<file path="src/rtl/pcd_pkg.sv">
package pcd_pkg;
  // strobes from control to datapath
  typedef struct packed {
    logic loadWin;   // capture a new soft-value window
    logic pushCand;  // admit the presented candidate into stage 0
  } pcdStrobe_t;
endpackage

</file>
<file path="src/rtl/pcd_stage.sv">
module pcd_stage #(
  parameter int INFO_W = 21,
  parameter int PAR_W  = 10,
  parameter int SOFT_W = 6,
  parameter int MET_W  = 11,
  parameter int IDX    = 0
) (
  input  logic              clk,
  input  logic              rst_n,
  input  logic [SOFT_W-1:0] softVal,
  input  logic              vldIn,
  input  logic              lastIn,
  input  logic [INFO_W-1:0] infoIn,
  input  logic [PAR_W-1:0]  parIn,
  input  logic [MET_W-1:0]  metIn,
  output logic              vldOut,
  output logic              lastOut,
  output logic [INFO_W-1:0] infoOut,
  output logic [PAR_W-1:0]  parOut,
  output logic [MET_W-1:0]  metOut
);
  localparam int PAD_W = MET_W - SOFT_W;

  logic              hardBit;
  logic              flip;
  logic [SOFT_W-1:0] mag;
  logic [MET_W-1:0]  addend;

  always_comb begin
    hardBit = softVal[SOFT_W-1];
    mag     = hardBit ? -softVal : softVal;
    flip    = parIn[IDX] ^ hardBit;
    addend  = flip ? {{PAD_W{1'b0}}, mag} : '0;
  end

  always_ff @(posedge clk) begin
    if (!rst_n) begin
      vldOut  <= 1'b0;
      lastOut <= 1'b0;
      infoOut <= '0;
      parOut  <= '0;
      metOut  <= '0;
    end else begin
      vldOut  <= vldIn;
      lastOut <= lastIn;
      infoOut <= infoIn;
      parOut  <= parIn;
      metOut  <= metIn + addend;
    end
  end
endmodule

</file>
<file path="src/rtl/pcd_datapath.sv">
module pcd_datapath
  import pcd_pkg::*;
#(
  parameter int INFO_W = 21,
  parameter int PAR_W  = 10,
  parameter int SOFT_W = 6,
  parameter int MET_W  = 11
) (
  input  logic                    clk,
  input  logic                    rst_n,
  input  pcdStrobe_t              strobe,
  input  logic [PAR_W*SOFT_W-1:0] winSoft,
  input  logic                    inLast,
  input  logic [INFO_W-1:0]       inInfo,
  input  logic [PAR_W-1:0]        inParity,
  input  logic [MET_W-1:0]        inMetric,
  output logic [PAR_W*SOFT_W-1:0] winHeld,
  output logic                    outValid,
  output logic                    outLast,
  output logic [INFO_W-1:0]       outInfo,
  output logic [PAR_W-1:0]        outParity,
  output logic [MET_W-1:0]        outMetric
);
  logic [PAR_W:0]    vChain;
  logic [PAR_W:0]    lChain;
  logic [INFO_W-1:0] iChain [PAR_W+1];
  logic [PAR_W-1:0]  pChain [PAR_W+1];
  logic [MET_W-1:0]  mChain [PAR_W+1];

  always_ff @(posedge clk) begin
    if (!rst_n)              winHeld <= '0;
    else if (strobe.loadWin) winHeld <= winSoft;
  end

  assign vChain[0] = strobe.pushCand;
  assign lChain[0] = inLast & strobe.pushCand;
  assign iChain[0] = inInfo;
  assign pChain[0] = inParity;
  assign mChain[0] = inMetric;

  for (genvar d = 0; d < PAR_W; d++) begin : g_stage
    pcd_stage #(
      .INFO_W(INFO_W), .PAR_W(PAR_W), .SOFT_W(SOFT_W), .MET_W(MET_W), .IDX(d)
    ) u_stage (
      .clk    (clk),
      .rst_n  (rst_n),
      .softVal(winHeld[d*SOFT_W +: SOFT_W]),
      .vldIn  (vChain[d]),
      .lastIn (lChain[d]),
      .infoIn (iChain[d]),
      .parIn  (pChain[d]),
      .metIn  (mChain[d]),
      .vldOut (vChain[d+1]),
      .lastOut(lChain[d+1]),
      .infoOut(iChain[d+1]),
      .parOut (pChain[d+1]),
      .metOut (mChain[d+1])
    );
  end

  assign outValid  = vChain[PAR_W];
  assign outLast   = lChain[PAR_W];
  assign outInfo   = iChain[PAR_W];
  assign outParity = pChain[PAR_W];
  assign outMetric = mChain[PAR_W];
endmodule

</file>
<file path="src/rtl/pcd_ctrl.sv">
module pcd_ctrl
  import pcd_pkg::*;
#(
  parameter int PAR_W = 10
) (
  input  logic       clk,
  input  logic       rst_n,
  input  logic       winLoad,
  input  logic       inValid,
  input  logic       outValid,
  output pcdStrobe_t strobe
);
  localparam int CNT_W = $clog2(PAR_W + 2);

  logic [CNT_W-1:0] inFlight;
  logic             chainEmpty;

  always_ff @(posedge clk) begin
    if (!rst_n)
      inFlight <= '0;
    else if (inValid && !outValid)
      inFlight <= inFlight + CNT_W'(1);
    else if (!inValid && outValid)
      inFlight <= inFlight - CNT_W'(1);
  end

  always_comb begin
    chainEmpty      = (inFlight == '0);
    strobe.pushCand = inValid;
    strobe.loadWin  = winLoad && chainEmpty && !inValid;
  end
endmodule

</file>
<file path="src/rtl/pcd_parity_scorer.sv">
module pcd_parity_scorer
  import pcd_pkg::*;
#(
  parameter int INFO_W = 21,
  parameter int PAR_W  = 10,
  parameter int SOFT_W = 6,
  localparam int MET_W = SOFT_W + $clog2(INFO_W + PAR_W)
) (
  input  logic                    clk,
  input  logic                    rst_n,
  input  logic                    winLoad,
  input  logic [PAR_W*SOFT_W-1:0] winSoft,
  input  logic                    inValid,
  input  logic                    inLast,
  input  logic [INFO_W-1:0]       inInfo,
  input  logic [PAR_W-1:0]        inParity,
  input  logic [MET_W-1:0]        inMetric,
  output logic                    outValid,
  output logic                    outLast,
  output logic [INFO_W-1:0]       outInfo,
  output logic [PAR_W-1:0]        outParity,
  output logic [MET_W-1:0]        outMetric
);
  pcdStrobe_t              strobe;
  logic [PAR_W*SOFT_W-1:0] winHeld;

  pcd_ctrl #(.PAR_W(PAR_W)) u_ctrl (
    .clk     (clk),
    .rst_n   (rst_n),
    .winLoad (winLoad),
    .inValid (inValid),
    .outValid(outValid),
    .strobe  (strobe)
  );

  pcd_datapath #(
    .INFO_W(INFO_W), .PAR_W(PAR_W), .SOFT_W(SOFT_W), .MET_W(MET_W)
  ) u_dp (
    .clk      (clk),
    .rst_n    (rst_n),
    .strobe   (strobe),
    .winSoft  (winSoft),
    .inLast   (inLast),
    .inInfo   (inInfo),
    .inParity (inParity),
    .inMetric (inMetric),
    .winHeld  (winHeld),
    .outValid (outValid),
    .outLast  (outLast),
    .outInfo  (outInfo),
    .outParity(outParity),
    .outMetric(outMetric)
  );
endmodule

</file>
<file path="config.mk">
export PLATFORM = sky130hd
export DESIGN_NAME = pcd_parity_scorer
export DESIGN_NICKNAME = d
export VERILOG_FILES = /design/src/rtl/pcd_pkg.sv /design/src/rtl/pcd_stage.sv /design/src/rtl/pcd_datapath.sv /design/src/rtl/pcd_ctrl.sv /design/src/rtl/pcd_parity_scorer.sv
export SDC_FILE = /design/constraint.sdc
export NUM_CORES = 1
export LEC_CHECK = 0
export ABC_CLOCK_PERIOD_IN_PS = 3900
export BUFFER_PORTS_ARGS = -buffer_cell sky130_fd_sc_hd__buf_2
export CORE_MARGIN = 8
export CORE_UTILIZATION = 40
export DETAILED_ROUTE_END_ITERATION = 10
export GPL_ROUTABILITY_DRIVEN = 0
export PLACE_DENSITY = 0.68
export SLEW_MARGIN = 20
export SYNTH_ARGS = -nofsm -noshare
export SYNTH_HDL_FRONTEND = slang
export SYNTH_SLANG_ARGS = --single-unit
</file>
<file path="constraint.sdc">
create_clock -name clk -period 3.9 [get_ports clk]
set_input_delay 0.78 -clock clk [delete_from_list [all_inputs] [get_ports clk]]
set_output_delay 0.78 -clock clk [all_outputs]
set_load 0.1 [all_outputs]
</file>
==> results of run 1 <==
## power groups by stage
stage	clock network [mW]	registers, mW	logic (mW)
after global placement	0	5.46	0.587
after floorplan	0	5.46	0.441
final	5.29	5.35	0.610
after detailed placement	0	5.47	0.610
after CTS	5.45	5.35	0.615
after global routing	5.69	5.37	0.695
## area by class of cell
class	instances	area, sq um	area share
Sequential cell	504	10100	0.462
Multi-Input combinational cell	1267	8160	0.374
Clock inverter	20	327	0.0150
Timing Repair Buffer	156	818	0.0375
Clock buffer	76	1580	0.0725
Inverter	26	97.6	0.00447
Tap cell	607	759	0.0348
## flip-flops by register name, summed over array words and instances (netlist names)
name,cells
u_dp.g_stage.u_stage.vldOut,10
u_dp.g_stage.u_stage.metOut,110
u_dp.g_stage.u_stage.lastOut,10
u_dp.g_stage.u_stage.parOut,100
u_ctrl.inFlight,4
u_dp.g_stage.u_stage.infoOut,210
u_dp.winHeld,60
## cells in the mapped netlist (all sizes together) (4+ instances only)
cell	count	area [sq um]
nand3b	4	30.0
or3	15	93.8
clkbuf	60	225
dfxtp	504	10100
nand3	14	70.1
o21ai	51	255
a22o	23	201
and3	11	68.8
a21oi	110	551
nor2b	20	125
nor3	27	135
o311ai	6	52.6
nand2	196	736
o21a	20	150
nor4bb	4	40.0
o21bai	17	128
mux2i	43	430
inv	26	97.6
xor2	7	61.3
nor4b	5	43.8
a211oi	40	300
buf	14	81.3
nand2b	49	307
ha	73	913
o31ai	20	150
fa	11	220
a21o	30	225
xnor2	21	184
or2	5	31.3
o2111ai	4	35.0
or4	10	75.1
and2	349	2180
nor2	70	263
## critical path, cell delays in order (launching register included)
cell     delay (ps)
dfxtp_1         330
or3_1           410
xor2_1          160
a22o_1          200
ha_1            330
o21ai_0         150
o21a_1          240
or4_1           480
a21oi_1         170
## through the flow
stage / cell area (sq um) / worst slack [ps] / power [mW] / cells / util
detailed placement: 19900 / 1010 / 6.08 / 2560 / 0.431
floorplan: 18700 / 1310 / 5.90 / 1871 / -
global placement: 19900 / 1080 / 6.05 / 2560 / 0.431
finish: 21800 / 1350 / 11.3 / 2656 / 0.472
CTS: 21800 / 1360 / 11.4 / 2656 / 0.472
global route: 21800 / 1120 / 11.8 / 2656 / 0.472
## per-layer routing
| layer | track usage | share of wire | wire length (um) |
|---|---|---|---|
| met1 | 0.172 | 0.49 | 17500 |
| met2 | 0.205 | 0.43 | 15300 |
| met3 | 0.0271 | 0.049 | 1720 |
| met4 | 0.0488 | 0.024 | 839 |
| met5 | 0 | 0 | 0 |
## worst paths after layout
check	startpoint	end	slack [ps]	cells past startpoint
setup / recovery	u_dp.winHeld[54]	u_dp.g_stage[9].u_stage.metOut[10]	1350	8
hold / removal	inParity[9]	u_dp.g_stage[0].u_stage.parOut[9]	390	2
setup reg to reg	u_dp.winHeld[54]	u_dp.g_stage[9].u_stage.metOut[10]	1350	8
hold reg to reg	u_dp.g_stage[3].u_stage.parOut[1]	u_dp.g_stage[4].u_stage.parOut[1]	400	1
## kinds of logic after synthesis
logic type               Yosys count
buffers and inverters            100
multiplexers                      43
flip-flops                       504
AO/OA/AOI/OAI                    330
adder cells (fa/ha/maj)           84
XOR/XNOR                          28
AND/OR/NAND/NOR                  782
==> results.txt, run 1 <==
Outcome: finished clean
Sw frac: 0.217
Avg Inst Size Synth: 9.97 sq um
Mapped cell area: 18700 sq um
Dominant synthesized flop cell: dfxtp_1
DRC: 0
First-pass iteration count of the detailed router: 5
Commonest non-fill, non-tap cell in the layout: dfxtp_1
GR Overflow Total: 0
Htree depth: 2
Setup repair bufs after CTS: 0
Clock Skew: 40.3 ps
Post-layout min period: 2550 ps
Synth Register Bits: 504
Initial Utilization: 0.403
Initial antenna violation count: 0
Core area: 46300 sq um
First-pass GRT wire length: 59.1 mm
Clk pin slew, worst setup/hold paths: 60 ps
Layout cells sized above 1: 0.125
Sw Pwr: 2.44 mW
CP Data Required Time: 4430 ps
Yosys cell types: 40
Post-Synth XOR/XNOR Area: 0.0131
DR WL/cell: 13.3 um
Die H: 232 um
Most frequent cells in the layout: 504 x dfxtp_1, 349 x and2_1, 196 x nand2_1, 149 x buf_2, 110 x a21oi_1
Synth async-reset ratio: 0
Worst hold slack: 387 ps
Combinational share of power: 0.054
Setup Viol. Count Final: 0
Slew Limit Fails: 0
RSZ-0062 raised after global routing: no
Post-Synth Simple-Gate Area: 0.226
Max VDD drop: 0.343 mV
Cts repair resizes: 0
WP data arrival: 3080 ps
Number of cell rows: 79
CTS Buffer Depth: 3
Area Overhead vs Synth: 17.1%
CTS Sinks: 504
Clock group share of total power: 0.470
Area of the die: 53800 sq um
Total detailed-routing wirelength: 35.3 mm
DP Wirelength: 23.9 mm
Later-pin clock latency in the skew report: 610 ps
EDFF count, synth: 0
Part of the power in registers: 0.476
Final Hold Vio Count: 0
Initial DRC Count: 695
Synth Area in Compound Gates: 0.114
Synth Warn #: 0
Fmax achieved: 392 MHz
Hold Crit Class: input port to register
Post-Syn Instances: 1871
CP startpoint kind: register
Static leakage: 9.57 nW
# IOs: 151
Post-synthesis sequential area ratio: 0.541
Final-layout fill cell count: 4299
Max FO, Critical Path: 4
Maxcap violations: 0
Adder-Cell Fraction of Synth Area: 0.0608
Tcrit/Tclk final: 0.654
Final nets: 2198
Num CTS Buffers: 52
Slew @ Worst Pin: 1050 ps
Vias in the first global route: 12248
Drt via density: 4.73
Largest family of logic cells by synthesized area: simple AND/OR/NAND/NOR gates
Die X: 232 um
Via Count: 12552
PwrDens: 515 nW/um^2
PortBufs: 150
Setup_tns: 0 ps
Critical path type: register to register
Largest net degree at the start of global routing: 309
CTS tree: done
Syn Nets: 2062
Slew headroom: 0.297
Mux contribution to synthesized area: 0.0231
Pint: 8.82 mW
Clock tree root driver cell: clkbuf_16
Total Routing Usage GR: 0.129
Nature of the critical path endpoint: register
Hold buffer count at CTS: 0
Remaining antenna violation count: 0
Ant. Diodes: 0
(Power assumes the default switching activity.)
==> run 2, diff against run 1 <==
--- a/config.mk
+++ b/config.mk
@@ -5,7 +5,7 @@
 export SDC_FILE = /design/constraint.sdc
 export NUM_CORES = 1
 export LEC_CHECK = 0
-export ABC_CLOCK_PERIOD_IN_PS = 3900
+export ABC_CLOCK_PERIOD_IN_PS = 2620
 export BUFFER_PORTS_ARGS = -buffer_cell sky130_fd_sc_hd__buf_2
 export CORE_MARGIN = 8
 export CORE_UTILIZATION = 40
==> constraint.sdc (replaced) <==
create_clock -name clk -period 2.62 [get_ports clk]
set_input_delay 0.524 -clock clk [delete_from_list [all_inputs] [get_ports clk]]
set_output_delay 0.524 -clock clk [all_outputs]
set_load 0.1 [all_outputs]
==> run 2 against run 1 <==
Compared with the run above:
- cell area up 0.15%
- clock-buffer cell count shrank 5
- first-iteration DRC count decreased by 3.7%
- sequential share of layout area down 0.055 points
- clock skew down 15 ps
- routed wire length up 0.91%
==> results.txt, run 2 (synthesis gave the netlist of run 1 again) <==
PwrDens: 756 nW/um^2
# IOs: 151
Max FFs per register: 210
Setup_tns: 0 ps
Core area: 46300 sq um
DP Wirelength: 24.5 mm
Vias in the first global route: 12270
Slew @ Worst Pin: 658 ps
Remaining antenna violation count: 0
Final-layout fill cell count: 4346
Drt via density: 4.73
CTS Sinks: 504
Static leakage: 9.58 nW
Power after layout: 16.5 mW
Critical path, cell by cell: or3_1 > xor2_1 > a22o_1 > ha_1 > o21ai_0 > o21a_1 > or4_1 > a21oi_1
Met1 usage: 0.176
Biggest regs: u_dp.g_stage.u_stage.infoOut: 210 flops, u_dp.g_stage.u_stage.metOut: 110 flops, u_dp.g_stage.u_stage.parOut: 100 flops
Post-layout min period: 2490 ps
Initial Utilization: 0.403
WP data arrival: 3010 ps
CP startpoint kind: register
Die H: 232 um
Outcome: finished clean
Commonest non-fill, non-tap cell in the layout: dfxtp_1
Num CTS Buffers: 52
Hold buffer count at CTS: 0
Nature of the critical path endpoint: register
Final nets: 2202
Max VDD drop: 0.562 mV
CTS tree: done
Die X: 232 um
GR peak layer: met2
Met3 usage: 0.0329
DRC: 0
Setup Viol. Count Final: 0
Area of the die: 53800 sq um
Initial antenna violation count: 0
Max FO, Critical Path: 4
Htree depth: 2
Post-route insts no fill: 2661
Worst path bufs/invs: 0
Critical path type: register to register
Initial DRC Count: 669
RSZ-0062 raised after global routing: no
Maxcap violations: 0
Total detailed-routing wirelength: 35.7 mm
Slowest cell delay on critical path: 470 ps
Fin area: 21900 sq um
Clock Skew: 25.0 ps
CP Data Required Time: 3140 ps
Total Routing Usage GR: 0.130
Setup repair bufs after CTS: 0
DR WL/cell: 13.4 um
Slew headroom: 0.561
Area Overhead vs Synth: 17.2%
First-pass GRT wire length: 59.4 mm
Met2 GRT Util: 0.203
Dpl cells: 2564
CTS Buffer Depth: 3
Largest Register: u_dp.g_stage.u_stage.infoOut
Layout cells sized above 1: 0.130
GR Overflow Total: 0
Via Count: 12586
Ant. Diodes: 0
Hold Crit Class: input port to register
Slew Limit Fails: 0
Most frequent cells in the layout: 501 x dfxtp_1, 349 x and2_1, 196 x nand2_1, 149 x buf_2, 110 x a21oi_1
Fmax achieved: 401 MHz
Largest net degree at the start of global routing: 170
Number of cell rows: 79
Final Hold Vio Count: 0
Placed Instance Area: 20000 sq um
CP max stage cell: or4_1
First-pass iteration count of the detailed router: 7
Tcrit/Tclk final: 0.951
PortBufs: 150
Cts repair resizes: 0
Later-pin clock latency in the skew report: 610 ps
Clock tree root driver cell: clkbuf_16
Clk pin slew, worst setup/hold paths: 60 ps
Cell family with most CP delay: simple AND/OR/NAND/NOR gates
## run 2: metal layers
metal,wire [um],up-vias
li1,-,6562
met1,17600,5735
met2,15600,223
met3,1720,66
met4,766,0
met5,0,-
## run 2: layout make-up
cell class / count / area, sq um / area share
clock inverters: 26 / 394 / 0.0180
inverters: 26 / 97.6 / 0.00446
repair buffers: 160 / 886 / 0.0405
flip-flops and latches: 504 / 10100 / 0.462
clock buffers: 71 / 1440 / 0.0660
well taps: 607 / 759 / 0.0347
multi-input cells: 1267 / 8200 / 0.375
## run 2: worst paths after layout
check | start | endpoint | slack, ps | depth (start not counted)
min | inInfo[20] | u_dp.g_stage[0].u_stage.infoOut[20] | 130 | 2
min reg2reg | u_dp.g_stage[2].u_stage.infoOut[10] | u_dp.g_stage[3].u_stage.infoOut[10] | 410 | 1
max reg2reg | u_dp.winHeld[54] | u_dp.g_stage[9].u_stage.metOut[10] | 130 | 8
max | u_dp.winHeld[54] | u_dp.g_stage[9].u_stage.metOut[10] | 130 | 8
## run 2: stage by stage
stage / setup WS [ps] / hold slack, ps / utilization
after detailed placement: -6.79 / 417 / 0.432
after global placement: 86.7 / 416 / 0.432
after floorplan: 236 / 406 / -
after global routing: 3.27 / 77.9 / 0.473
final: 129 / 125 / 0.473
after CTS: 82.9 / 76.1 / 0.472
## run 2: where the power goes
part | internal, mW | leakage (nW) | total [mW] | switching, mW
Combinational | 0.388 | 4.60 | 0.918 | 0.530
Sequential | 7.86 | 4.09 | 7.97 | 0.111
Clock | 4.60 | 0.887 | 7.66 | 3.06
==> run 3, diff against run 2 <==
--- a/config.mk
+++ b/config.mk
@@ -7,7 +7,6 @@
 export LEC_CHECK = 0
 export ABC_CLOCK_PERIOD_IN_PS = 2620
 export BUFFER_PORTS_ARGS = -buffer_cell sky130_fd_sc_hd__buf_2
-export CORE_MARGIN = 8
 export CORE_UTILIZATION = 40
 export DETAILED_ROUTE_END_ITERATION = 10
 export GPL_ROUTABILITY_DRIVEN = 0
==> run 3 against run 2 <==
Compared with the run above:
- hold slack better by 11 ps
- critical endpoint is now u_dp.g_stage[5].u_stage.metOut[10]
- maximum frequency decreased by 1.2%
- clock skew rose by 14 ps
- critical path type unchanged
==> results.txt, run 3 (synthesis gave the netlist of run 1 again) <==
Setup Viol. Count Final: 0
Core area: 45700 sq um
Total Routing Usage GR: 0.149
Tcrit/Tclk final: 0.962
Commonest non-fill, non-tap cell in the layout: dfxtp_1
Outcome: finished clean
Max VDD drop: 0.514 mV
Worst reg2reg startpoint: u_dp.winHeld[30]
CP startpoint kind: register
Area Overhead vs Synth: 17.0%
# IOs: 151
Largest Register: u_dp.g_stage.u_stage.infoOut
RSZ-0062 raised after global routing: yes
GR Overflow Total: 0
First-pass GRT wire length: 58.9 mm
Setup slack, reg-to-reg: 100 ps
Later-pin clock latency in the skew report: 620 ps
Maxcap violations: 0
Slew Limit Fails: 0
WP data arrival: 3030 ps
Reg2reg path depth: 9
Most numerous cell on the critical path: ha_1
Die H: 218 um
DRC: 0
CTS Buffer Depth: 3
Post-layout min period: 2520 ps
Htree depth: 2
Number of cell rows: 78
CP max stage cell: or4_1
Critical path type: register to register
Remaining antenna violation count: 0
Final Hold Vio Count: 0
Dpl ws: 37.5 ps
Worst path bufs/invs: 1
Area of the die: 47500 sq um
Slowest cell delay on critical path: 490 ps
Hold Crit Class: input port to register
Hold path startpoint: inInfo[20]
Biggest regs: u_dp.g_stage.u_stage.infoOut: 210 flops, u_dp.g_stage.u_stage.metOut: 110 flops, u_dp.g_stage.u_stage.parOut: 100 flops
Slew @ Worst Pin: 756 ps
Max FO, Critical Path: 5
Initial Utilization: 0.408
DR WL/cell: 13.3 um
Die X: 218 um
Max FFs per register: 210
Layout cells sized above 1: 0.129
Total detailed-routing wirelength: 35.3 mm
Setup WS post-layout: 98.6 ps
Clock tree root driver cell: clkbuf_16
First-pass iteration count of the detailed router: 7
Cts repair resizes: 0
CTS tree: done
Ant. Diodes: 0
Slew headroom: 0.496
Initial DRC Count: 600
Clock Skew: 39.1 ps
Setup repair bufs after CTS: 0
Critical path, cell by cell: inv_1 > ha_1 > a21o_1 > a22o_1 > ha_1 > a211oi_1 > o21a_1 > or4_1 > a21oi_1
Num CTS Buffers: 51
Most frequent cells in the layout: 502 x dfxtp_1, 349 x and2_1, 196 x nand2_1, 149 x buf_2, 110 x a21oi_1
Vias in the first global route: 12361
R2r endpoint: u_dp.g_stage[5].u_stage.metOut[10]
DP Wirelength: 24.1 mm
PortBufs: 150
Setup_tns: 0 ps
CP Data Required Time: 3130 ps
Clk pin slew, worst setup/hold paths: 60 ps
Worst hold slack: 137 ps
Cell family with most CP delay: compound AO/OA/AOI/OAI gates
Drt via density: 4.75
Final nets: 2202
Hold buffer count at CTS: 0
Static leakage: 9.57 nW
CTS Sinks: 504
Power after layout: 16.3 mW
Largest net degree at the start of global routing: 221
Fmax achieved: 397 MHz
Initial antenna violation count: 3
PwrDens: 748 nW/um^2
Via Count: 12606
Nature of the critical path endpoint: register
Final core utilization: 0.478
Endpoint, Worst Hold: u_dp.g_stage[0].u_stage.infoOut[20]
Cells on Worst Hold Path: 2
[run 3: cell count changes in the layout (fill, tap and decap cells not counted), sizes merged]
cell / before / now
clkbuf: 71 / 74
bufinv: 7 / 4
buf: 160 / 161
clkinvlp: 4 / 2
inv: 27 / 26
clkinv: 14 / 15
[run 3: metal layers]
layer | vias to the layer above | track usage | wire [um]
li1 | 6555 | - | -
met1 | 5756 | 0.197 | 17300
met2 | 226 | 0.240 | 15600
met3 | 69 | 0.0278 | 1510
met4 | 0 | 0.0536 | 872
met5 | - | 0 | 0
[run 3: cell type report]
| cell class | count | area, sq um |
|---|---|---|
| Timing Repair Buffer | 161 | 906 |
| Multi-Input combinational cell | 1267 | 8190 |
| Inverter | 26 | 97.6 |
| Sequential cell | 504 | 10100 |
| Tap cell | 600 | 751 |
| Clock buffer | 74 | 1490 |
| Fill cell | 4254 | 23900 |
| Clock inverter | 21 | 289 |
[run 3: report_power, final]
part	switching, mW	total (mW)	internal (mW)
clock network	3.02	7.41	4.39
logic	0.534	0.926	0.392
registers	0.114	7.97	7.86
total	3.67	16.3	12.6
[run 3: per-stage QoR]
step	cell area, sq um	cells
2_1_floorplan	18700	1871
3_3_place_gp	20000	2558
3_5_place_dp	20000	2558
4_1_cts	21800	2653
5_1_grt	21800	2653
6_report	21800	2653
[run 3: how the worst max path moves through the flow]
stage	slack, ps	from	depth (start not counted)	to
2_1_floorplan	240	u_dp.g_stage[9].u_stage.vldOut	8	u_ctrl.inFlight[3]
3_3_place_gp	80	inParity[0]	9	u_dp.g_stage[0].u_stage.metOut[6]
3_5_place_dp	40	inParity[0]	9	u_dp.g_stage[0].u_stage.metOut[6]
4_1_cts	110	u_dp.g_stage[7].u_stage.parOut[8]	9	u_dp.g_stage[8].u_stage.metOut[10]
5_1_grt	-10	u_dp.g_stage[5].u_stage.parOut[6]	8	u_dp.g_stage[6].u_stage.metOut[8]
6_report	100	u_dp.winHeld[30]	9	u_dp.g_stage[5].u_stage.metOut[10]
